## src/rtl/rs_sink_pkg.sv

```systemverilog
package rs_sink_pkg;
  localparam logic [6:0] TRC_POLY = 7'h09;

  function automatic logic [6:0] crc7_step(input logic [6:0] c, input logic [7:0] d);
    logic [6:0] r;
    logic       fb;
    r = c;
    for (int b = 7; b >= 0; b--) begin
      fb = r[6] ^ d[b];
      r  = {r[5:0], 1'b0};
      if (fb) r = r ^ TRC_POLY;
    end
    return r;
  endfunction
endpackage

```

## src/rtl/rs_lof_integ.sv

```systemverilog
module rs_lof_integ #(
  parameter int FRAMES = 24
) (
  input  logic clk,
  input  logic rst,
  input  logic frm_start,
  input  logic oof,
  output logic lof
);
  localparam int CW = $clog2(FRAMES + 1);

  logic [CW-1:0] bad_q, good_q;

  always_ff @(posedge clk) begin
    if (rst) begin
      bad_q  <= '0;
      good_q <= '0;
      lof    <= 1'b0;
    end else if (frm_start) begin
      if (oof) begin
        good_q <= '0;
        if (bad_q < CW'(FRAMES)) bad_q <= bad_q + 1'b1;
        if (bad_q >= CW'(FRAMES - 1)) lof <= 1'b1;
      end else begin
        bad_q <= '0;
        if (good_q < CW'(FRAMES)) good_q <= good_q + 1'b1;
        if (good_q >= CW'(FRAMES - 1)) lof <= 1'b0;
      end
    end
  end

  // lof only moves on a frame start with the matching oof level
  p_lof_rise_r1: assert property (@(posedge clk) disable iff (rst)
    $rose(lof) |-> $past(frm_start && oof));
  p_lof_fall_r1: assert property (@(posedge clk) disable iff (rst)
    $fell(lof) |-> $past(frm_start && !oof));
endmodule

```

## src/rtl/rs_trace_mon.sv

```systemverilog
module rs_trace_mon
  import rs_sink_pkg::*;
#(
  parameter int TRC_LEN = 16,
  parameter int PERSIST = 3
) (
  input  logic                 clk,
  input  logic                 rst,
  input  logic                 j0_stb,
  input  logic [7:0]           j0_byte,
  input  logic [8*TRC_LEN-1:0] exp_trace,
  output logic [8*TRC_LEN-1:0] trace_acc,
  output logic                 trace_vld,
  output logic                 tim
);
  localparam int TW = 8 * TRC_LEN;
  localparam int IW = $clog2(TRC_LEN);
  localparam int PW = $clog2(PERSIST + 1);

  logic [TW-9:0]   sh_q;
  logic [IW-1:0]   idx_q;
  logic            run_q;
  logic [6:0]      crc_q, crc_rx_q;
  logic [TW-1:0]   cand_q;
  logic [PW-1:0]   hits_q;

  logic            opener, last, mf_ok;
  logic [6:0]      crc_nx;
  logic [TW-1:0]   full;

  always_comb begin
    opener = j0_byte[7];
    crc_nx = crc7_step(opener ? 7'h00 : crc_q, opener ? 8'h80 : j0_byte);
    full   = {sh_q, j0_byte};
    last   = run_q && !opener && (idx_q == IW'(TRC_LEN - 1));
    mf_ok  = last && (crc_nx == crc_rx_q);
  end

  always_ff @(posedge clk) begin
    if (rst) begin
      sh_q      <= '0;
      idx_q     <= '0;
      run_q     <= 1'b0;
      crc_q     <= '0;
      crc_rx_q  <= '0;
      cand_q    <= '0;
      hits_q    <= '0;
      trace_acc <= '0;
      trace_vld <= 1'b0;
      tim       <= 1'b0;
    end else begin
      tim <= trace_vld && (trace_acc != exp_trace);
      if (j0_stb) begin
        if (opener) begin
          run_q    <= 1'b1;
          idx_q    <= IW'(1);
          crc_q    <= crc_nx;
          crc_rx_q <= j0_byte[6:0];
          sh_q     <= {sh_q[TW-17:0], j0_byte};
        end else if (run_q) begin
          if (last) begin
            run_q <= 1'b0;
            if (mf_ok) begin
              if (full == cand_q) begin
                if (hits_q < PW'(PERSIST)) hits_q <= hits_q + 1'b1;
                if (hits_q == PW'(PERSIST - 1)) begin
                  trace_acc <= full;
                  trace_vld <= 1'b1;
                end
              end else begin
                cand_q <= full;
                hits_q <= PW'(1);
              end
            end
          end else begin
            idx_q <= idx_q + 1'b1;
            crc_q <= crc_nx;
            sh_q  <= {sh_q[TW-17:0], j0_byte};
          end
        end
      end
    end
  end

  // acceptance only ever follows a J0 byte
  p_acc_on_j0_r4: assert property (@(posedge clk) disable iff (rst)
    $rose(trace_vld) |-> $past(j0_stb));
  // no mismatch without an accepted trace
  p_tim_needs_acc_r5: assert property (@(posedge clk) disable iff (rst)
    tim |-> trace_vld);
endmodule

```

## src/rtl/rs_b1_mon.sv

```systemverilog
module rs_b1_mon #(
  parameter int CNT_W = 16
) (
  input  logic             clk,
  input  logic             rst,
  input  logic             b1_stb,
  input  logic [7:0]       b1_byte,
  input  logic [7:0]       bip_in,
  output logic [CNT_W-1:0] err_cnt
);
  always_ff @(posedge clk) begin
    if (rst) err_cnt <= '0;
    else if (b1_stb && (b1_byte != bip_in) && !(&err_cnt)) err_cnt <= err_cnt + 1'b1;
  end

  // the count only steps by one and holds at its ceiling
  p_b1_step_r6: assert property (@(posedge clk) disable iff (rst)
    (err_cnt != $past(err_cnt)) |-> (err_cnt == $past(err_cnt) + 1'b1));
  p_b1_sat_r6: assert property (@(posedge clk) disable iff (rst)
    (&err_cnt) |=> (&err_cnt));
endmodule

```

## src/rtl/rs_sink_term.sv

```systemverilog
module rs_sink_term #(
  parameter int ROW_LEN    = 270,
  parameter int LOF_FRAMES = 24,
  parameter int TRC_LEN    = 16,
  parameter int PERSIST    = 3,
  parameter int CNT_W      = 16
) (
  input  logic                 clk,
  input  logic                 rst,
  input  logic [7:0]           din,
  input  logic                 sof,
  input  logic                 oof,
  input  logic                 los,
  input  logic [7:0]           bip_in,
  input  logic [8*TRC_LEN-1:0] exp_trace,
  output logic                 lof,
  output logic                 tim,
  output logic                 tsf,
  output logic [8*TRC_LEN-1:0] trace_acc,
  output logic                 trace_vld,
  output logic [CNT_W-1:0]     b1_err_cnt,
  output logic [7:0]           dcc_byte,
  output logic                 dcc_vld,
  output logic [1:0]           dcc_sel,
  output logic [7:0]           e1_byte,
  output logic                 e1_vld,
  output logic [7:0]           f1_byte,
  output logic                 f1_vld
);
  localparam int FRAME_LEN = 9 * ROW_LEN;
  localparam int POS_W     = $clog2(FRAME_LEN);
  localparam logic [POS_W-1:0] J0_POS = POS_W'(6);
  localparam logic [POS_W-1:0] B1_POS = POS_W'(ROW_LEN);
  localparam logic [POS_W-1:0] E1_POS = POS_W'(ROW_LEN + 3);
  localparam logic [POS_W-1:0] F1_POS = POS_W'(ROW_LEN + 6);
  localparam logic [POS_W-1:0] D_POS [3] = '{POS_W'(2*ROW_LEN), POS_W'(2*ROW_LEN + 3),
                                            POS_W'(2*ROW_LEN + 6)};

  logic [POS_W-1:0] pos_q, cur_pos;
  logic             pos_vld, live;
  logic             at_j0, at_b1, at_e1, at_f1;
  logic [2:0]       at_d;

  always_comb begin
    cur_pos = sof ? '0 : pos_q;
    live    = sof | pos_vld;
    at_j0   = live && (cur_pos == J0_POS);
    at_b1   = live && (cur_pos == B1_POS);
    at_e1   = live && (cur_pos == E1_POS);
    at_f1   = live && (cur_pos == F1_POS);
  end

  for (genvar g = 0; g < 3; g++) begin : g_dpos
    assign at_d[g] = live && (cur_pos == D_POS[g]);
  end

  always_ff @(posedge clk) begin
    if (rst) begin
      pos_q   <= '0;
      pos_vld <= 1'b0;
    end else begin
      if (sof) pos_vld <= 1'b1;
      pos_q <= (cur_pos == POS_W'(FRAME_LEN - 1)) ? '0 : cur_pos + 1'b1;
    end
  end

  rs_lof_integ #(.FRAMES(LOF_FRAMES)) u_lof (
    .clk(clk), .rst(rst), .frm_start(sof), .oof(oof), .lof(lof)
  );

  rs_trace_mon #(.TRC_LEN(TRC_LEN), .PERSIST(PERSIST)) u_trc (
    .clk(clk), .rst(rst), .j0_stb(at_j0), .j0_byte(din), .exp_trace(exp_trace),
    .trace_acc(trace_acc), .trace_vld(trace_vld), .tim(tim)
  );

  rs_b1_mon #(.CNT_W(CNT_W)) u_b1 (
    .clk(clk), .rst(rst), .b1_stb(at_b1), .b1_byte(din), .bip_in(bip_in),
    .err_cnt(b1_err_cnt)
  );

  always_ff @(posedge clk) begin
    if (rst) begin
      tsf      <= 1'b0;
      dcc_vld  <= 1'b0;
      dcc_sel  <= '0;
      dcc_byte <= '0;
      e1_vld   <= 1'b0;
      e1_byte  <= '0;
      f1_vld   <= 1'b0;
      f1_byte  <= '0;
    end else begin
      tsf     <= los | lof | tim;
      dcc_vld <= |at_d;
      e1_vld  <= at_e1;
      f1_vld  <= at_f1;
      if (|at_d) begin
        dcc_byte <= din;
        dcc_sel  <= at_d[2] ? 2'd2 : (at_d[1] ? 2'd1 : 2'd0);
      end
      if (at_e1) e1_byte <= din;
      if (at_f1) f1_byte <= din;
    end
  end

  // loss of signal forces trail fail on the next cycle
  p_tsf_los_r7: assert property (@(posedge clk) disable iff (rst)
    los |=> tsf);
  // overhead strobes never overlap
  p_oh_onehot_r8: assert property (@(posedge clk) disable iff (rst)
    $onehot0({dcc_vld, e1_vld, f1_vld}));
endmodule

```

## config.mk

```make
export PLATFORM = sky130hd
export DESIGN_NAME = rs_sink_term
export DESIGN_NICKNAME = d
export VERILOG_FILES = /design/src/rtl/rs_sink_pkg.sv /design/src/rtl/rs_lof_integ.sv /design/src/rtl/rs_trace_mon.sv /design/src/rtl/rs_b1_mon.sv /design/src/rtl/rs_sink_term.sv
export SDC_FILE = /design/constraint.sdc
export NUM_CORES = 1
export LEC_CHECK = 0
export ABC_AREA = 1
export BUFFER_PORTS_ARGS = -buffer_cell sky130_fd_sc_hd__buf_4
export CORE_MARGIN = 2
export CORE_UTILIZATION = 58
export CTS_CLUSTER_DIAMETER = 80
export DETAILED_ROUTE_END_ITERATION = 10
export PLACE_DENSITY_LB_ADDON = 0.2
export SLEW_MARGIN = 0
export SYNTH_ARGS = -nofsm -noshare
export SYNTH_HDL_FRONTEND = slang
export SYNTH_SLANG_ARGS = --single-unit
```

## constraint.sdc

```tcl
create_clock -name clk -period 3.2 [get_ports clk]
set_clock_uncertainty 0.15 [all_clocks]
set_input_delay 0.64 -clock clk [delete_from_list [all_inputs] [get_ports clk]]
set_output_delay 0.64 -clock clk [all_outputs]
set_load 0.01 [all_outputs]
```

==> impl_metrics.json <==
{
  "outcome": "completed",
  "cp.arrival_ns": 3.09,
  "p_int_mw": 9.34,
  "via_count": 22900,
  "synth.distinct_cells": 38,
  "wl_mm": 67.2,
  "fillers": 3439,
  "setup_violations": 0,
  "ir_drop_v": 0.000415,
  "use_met1": 0.431,
  "slew_headroom": 0.627,
  "crit_buf_inv": 5,
  "area_delta_synth_final_pct": 19.9,
  "cts-root-buf": "clkbuf_16",
  "drt-initial-drc-count": 2175,
  "final_nets": 4004,
  "swShare": 0.223,
  "cp-end-kind": "register",
  "clk_path_buf_depth": 3,
  "cts-hold-fix-buffers": 0,
  "htree_levels": 2,
  "syn_area_um2": 23300,
  "grt_pass1_vias": 20300,
  "crit_top_cell": "nand2_1",
  "critPathLaunchType": "register",
  "worst-setup-path-type": "reg2reg",
  "finalHoldViolations": 0,
  "min_path_type": "in2reg",
  "core-area_um2": 39700,
  "antenna_cells": 0,
  "yosysSeqAreaShare": 0.401,
  "ant_nets": 0,
  "grt_max_degree": 92,
  "gr-usage-met3": 0.0562,
  "postCtsSetupRepairBufs": 0,
  "ctsResizeCount": 0,
  "path_cells": "inv_1 > nand2_1 > nand2_1 > inv_1 > nand2_1 > nor2_1 > nand2_1 > nor2_1 > nand2_1 > nor2_1 > buf_4 > nand2_4 > nand2_4 > buf_12 > nand2_1 > inv_1 > nor2_1",
  "wl_per_cell_um": 15.3,
  "tightest_slew_ns": 0.559,
  "seqPwrFrac": 0.484,
  "syn_inst": 3569,
  "die_y_um": 205,
  "insertion_delay_ns": 0.59,
  "drv_slew": 0,
  "synth_nets": 3728,
  "final_cells": 4402,
  "grt_usage": 0.314,
  "combinationalPowerShare": 0.053,
  "io_pins": 326,
  "path_delay_family": "simple AND/OR/NAND/NOR gates",
  "crit_slowest_cell": "dfxtp_1",
  "cts_tree": "built",
  "max_stage_delay_ns": 0.39,
  "synth-seq-cells": 467,
  "finalCritPeriodShare": 0.868,
  "hpwl_mm": 48.2,
  "cp_max_fo": 78,
  "avgSynthCellArea_um2": 6.54,
  "powerDensity_nw_per_um2": 430,
  "drc": 0,
  "first_pass_iters": 6,
  "numCtsBuffers": 47,
  "leakagePower_nw": 12.6,
  "initial_utilization": 0.587,
  "fp-row-count": 73,
  "rsz0062_at_grt": "false",
  "fmax_mhz": 360,
  "grt.busiest_layer": "met2",
  "gp_congestion": 0.938,
  "ys_warn_count": 0,
  "grt_pass1_wl_mm": 105,
  "pwr-share-clk": 0.464,
  "die_width_um": 205,
  "placed_cells": 4321,
  "io_buffers": 324,
  "cts_sinks": 467,
  "dieArea_um2": 41900,
  "overflow": 0,
  "drive_gt1_frac": 0.151,
  "avgViaCountPerCell": 5.20,
  "setup_tns_ns": 0,
  "clk_pin_slew_worst_paths_ns": 0.06,
  "p_switching_mw": 2.69,
  "fin_crit_ns": 2.78,
  "antenna_found_initial": 1,
  "crit_required_ns": 3.51,
  "grtUsageMet2": 0.490,
  "maxCapViolations": 0
}
[synthesized netlist by cell type]
| master | instances | area [µm²] |
|---|---|---|
| a221oi_1 | 1 | 8.76 |
| nor2_4 | 2 | 22.5 |
| buf_1 | 24 | 90.1 |
| conb_1 | 1 | 3.75 |
| xnor2_1 | 59 | 517 |
| xor2_1 | 78 | 683 |
| inv_4 | 1 | 6.26 |
| nand3_2 | 2 | 20.0 |
| or2_2 | 34 | 213 |
| nand3_1 | 339 | 1700 |
| nand2_1 | 860 | 3230 |
| buf_2 | 50 | 250 |
| nor3b_1 | 2 | 15.0 |
| buf_6 | 16 | 180 |
| a211oi_1 | 5 | 37.5 |
| and2_1 | 2 | 12.5 |
| nand2_2 | 19 | 119 |
| nor4_1 | 4 | 25.0 |
| nand3b_1 | 1 | 7.51 |
| o21ai_1 | 16 | 80.1 |
| nand2_4 | 1 | 11.3 |
| nor2_2 | 5 | 31.3 |
| and3_1 | 2 | 12.5 |
| buf_4 | 21 | 158 |
| clkbuf_1 | 59 | 221 |
| clkbuf_2 | 2 | 10.0 |
| inv_2 | 43 | 161 |
| o21ai_0 | 154 | 771 |
| a31oi_1 | 2 | 12.5 |
| dfxtp_1 | 467 | 9350 |
| a21oi_1 | 191 | 956 |
| o2111ai_1 | 1 | 8.76 |
| ha_1 | 10 | 125 |
| inv_1 | 495 | 1860 |
| nor2_1 | 499 | 1870 |
| nand4_1 | 51 | 319 |
| nor3_1 | 48 | 240 |
| clkinv_1 | 2 | 7.51 |
[cell families after synthesis]
group | count (synthesis) | synth area share
AOI/OAI and AO/OA | 370 | 0.0803
xor gates and xnor gates | 137 | 0.0514
adders and majority gates | 10 | 0.00536
buffers and inverters | 713 | 0.126
DFF | 467 | 0.401
other | 1 | 0.000161
and+or+nand+nor | 1871 | 0.336
[routing by layer]
metal | wire, µm | vias up
li1 | - | 11500
met1 | 29200 | 10300
met2 | 30000 | 932
met3 | 5590 | 128
met4 | 2430 | 2
met5 | 13 | -
[power by group through the flow]
stage | combinational (mW) | sequential, mW | clock [mW]
2_1_floorplan | 0.345 | 5.95 | 0
3_3_place_gp | 0.620 | 5.95 | 0
3_5_place_dp | 0.628 | 5.95 | 0
4_1_cts | 0.631 | 5.82 | 5.61
5_1_grt | 0.700 | 5.82 | 5.84
6_report | 0.633 | 5.82 | 5.58
[placed cells by master, fill, tap and decap left out, drive strengths merged, types with 3 or more instances in the layout]
cell	netlist	layout
nor2	506	506
dfxtp	467	467
ha	10	10
a21oi	191	191
o21ai	170	170
buf	111	399
xor2	78	78
inv	539	539
nor3	48	48
nand2	880	880
bufinv	0	4
or2	34	34
nor4	4	4
nand3	341	341
xnor2	59	59
a211oi	5	5
clkinvlp	0	3
clkbuf	61	62
clkinv	2	14
nand4	51	51
[path summary, 6_finish.rpt]
| kind | start | to | slack (ns) | depth (start not counted) |
|---|---|---|---|---|
| worst min-delay path | los | tsf | 0.17 | 3 |
| worst max-delay path | u_trc.sh_q[46] | u_trc.cand_q[18] | 0.42 | 17 |
| worst max register to register | u_trc.sh_q[46] | u_trc.cand_q[18] | 0.42 | 17 |
| worst min register to register | f1_byte[0] | f1_byte[0] | 0.30 | 2 |
[tightest hold or removal path, stage by stage]
cell and delay, ns:
buf_4 0.08, nor2_1 0.03, a21oi_1 0.10
[area by class of cell]
type	count	area (µm²)	area share
Sequential cell	467	9350	0.334
Tap cell	525	657	0.0235
Clock inverter	19	210	0.00751
Clock buffer	62	1330	0.0476
Multi-Input combinational cell	2389	11100	0.395
Timing Repair Buffer	399	3330	0.119
Inverter	541	2040	0.0730
[flip-flops by register name, summed over array words and instances (netlist names), 2 cells and up]
register	count
u_trc.hits_q	2
u_b1.err_cnt	16
u_trc.crc_rx_q	7
e1_byte	8
dcc_sel	2
u_trc.cand_q	127
f1_byte	8
u_trc.idx_q	4
u_lof.good_q	5
u_trc.sh_q	120
u_lof.bad_q	5
u_trc.trace_acc	127
dcc_byte	8
u_trc.crc_q	7
pos_q	12
[per-stage QoR]
stage | power [mW] | area, µm² | hold slack (ns) | worst slack (ns) | util
after detailed placement | 6.58 | 26400 | 0.288 | 0.0267 | 0.666
final | 12.0 | 28000 | 0.168 | 0.422 | 0.704
after floorplan | 6.30 | 23300 | 0.289 | 0.366 | -
after global placement | 6.57 | 26400 | 0.283 | 0.0582 | 0.666
after global routing | 12.4 | 28000 | 0.163 | 0.198 | 0.704
after CTS | 12.1 | 28000 | 0.142 | 0.437 | 0.704
No activity file was read; power rests on OpenSTA's default activity.
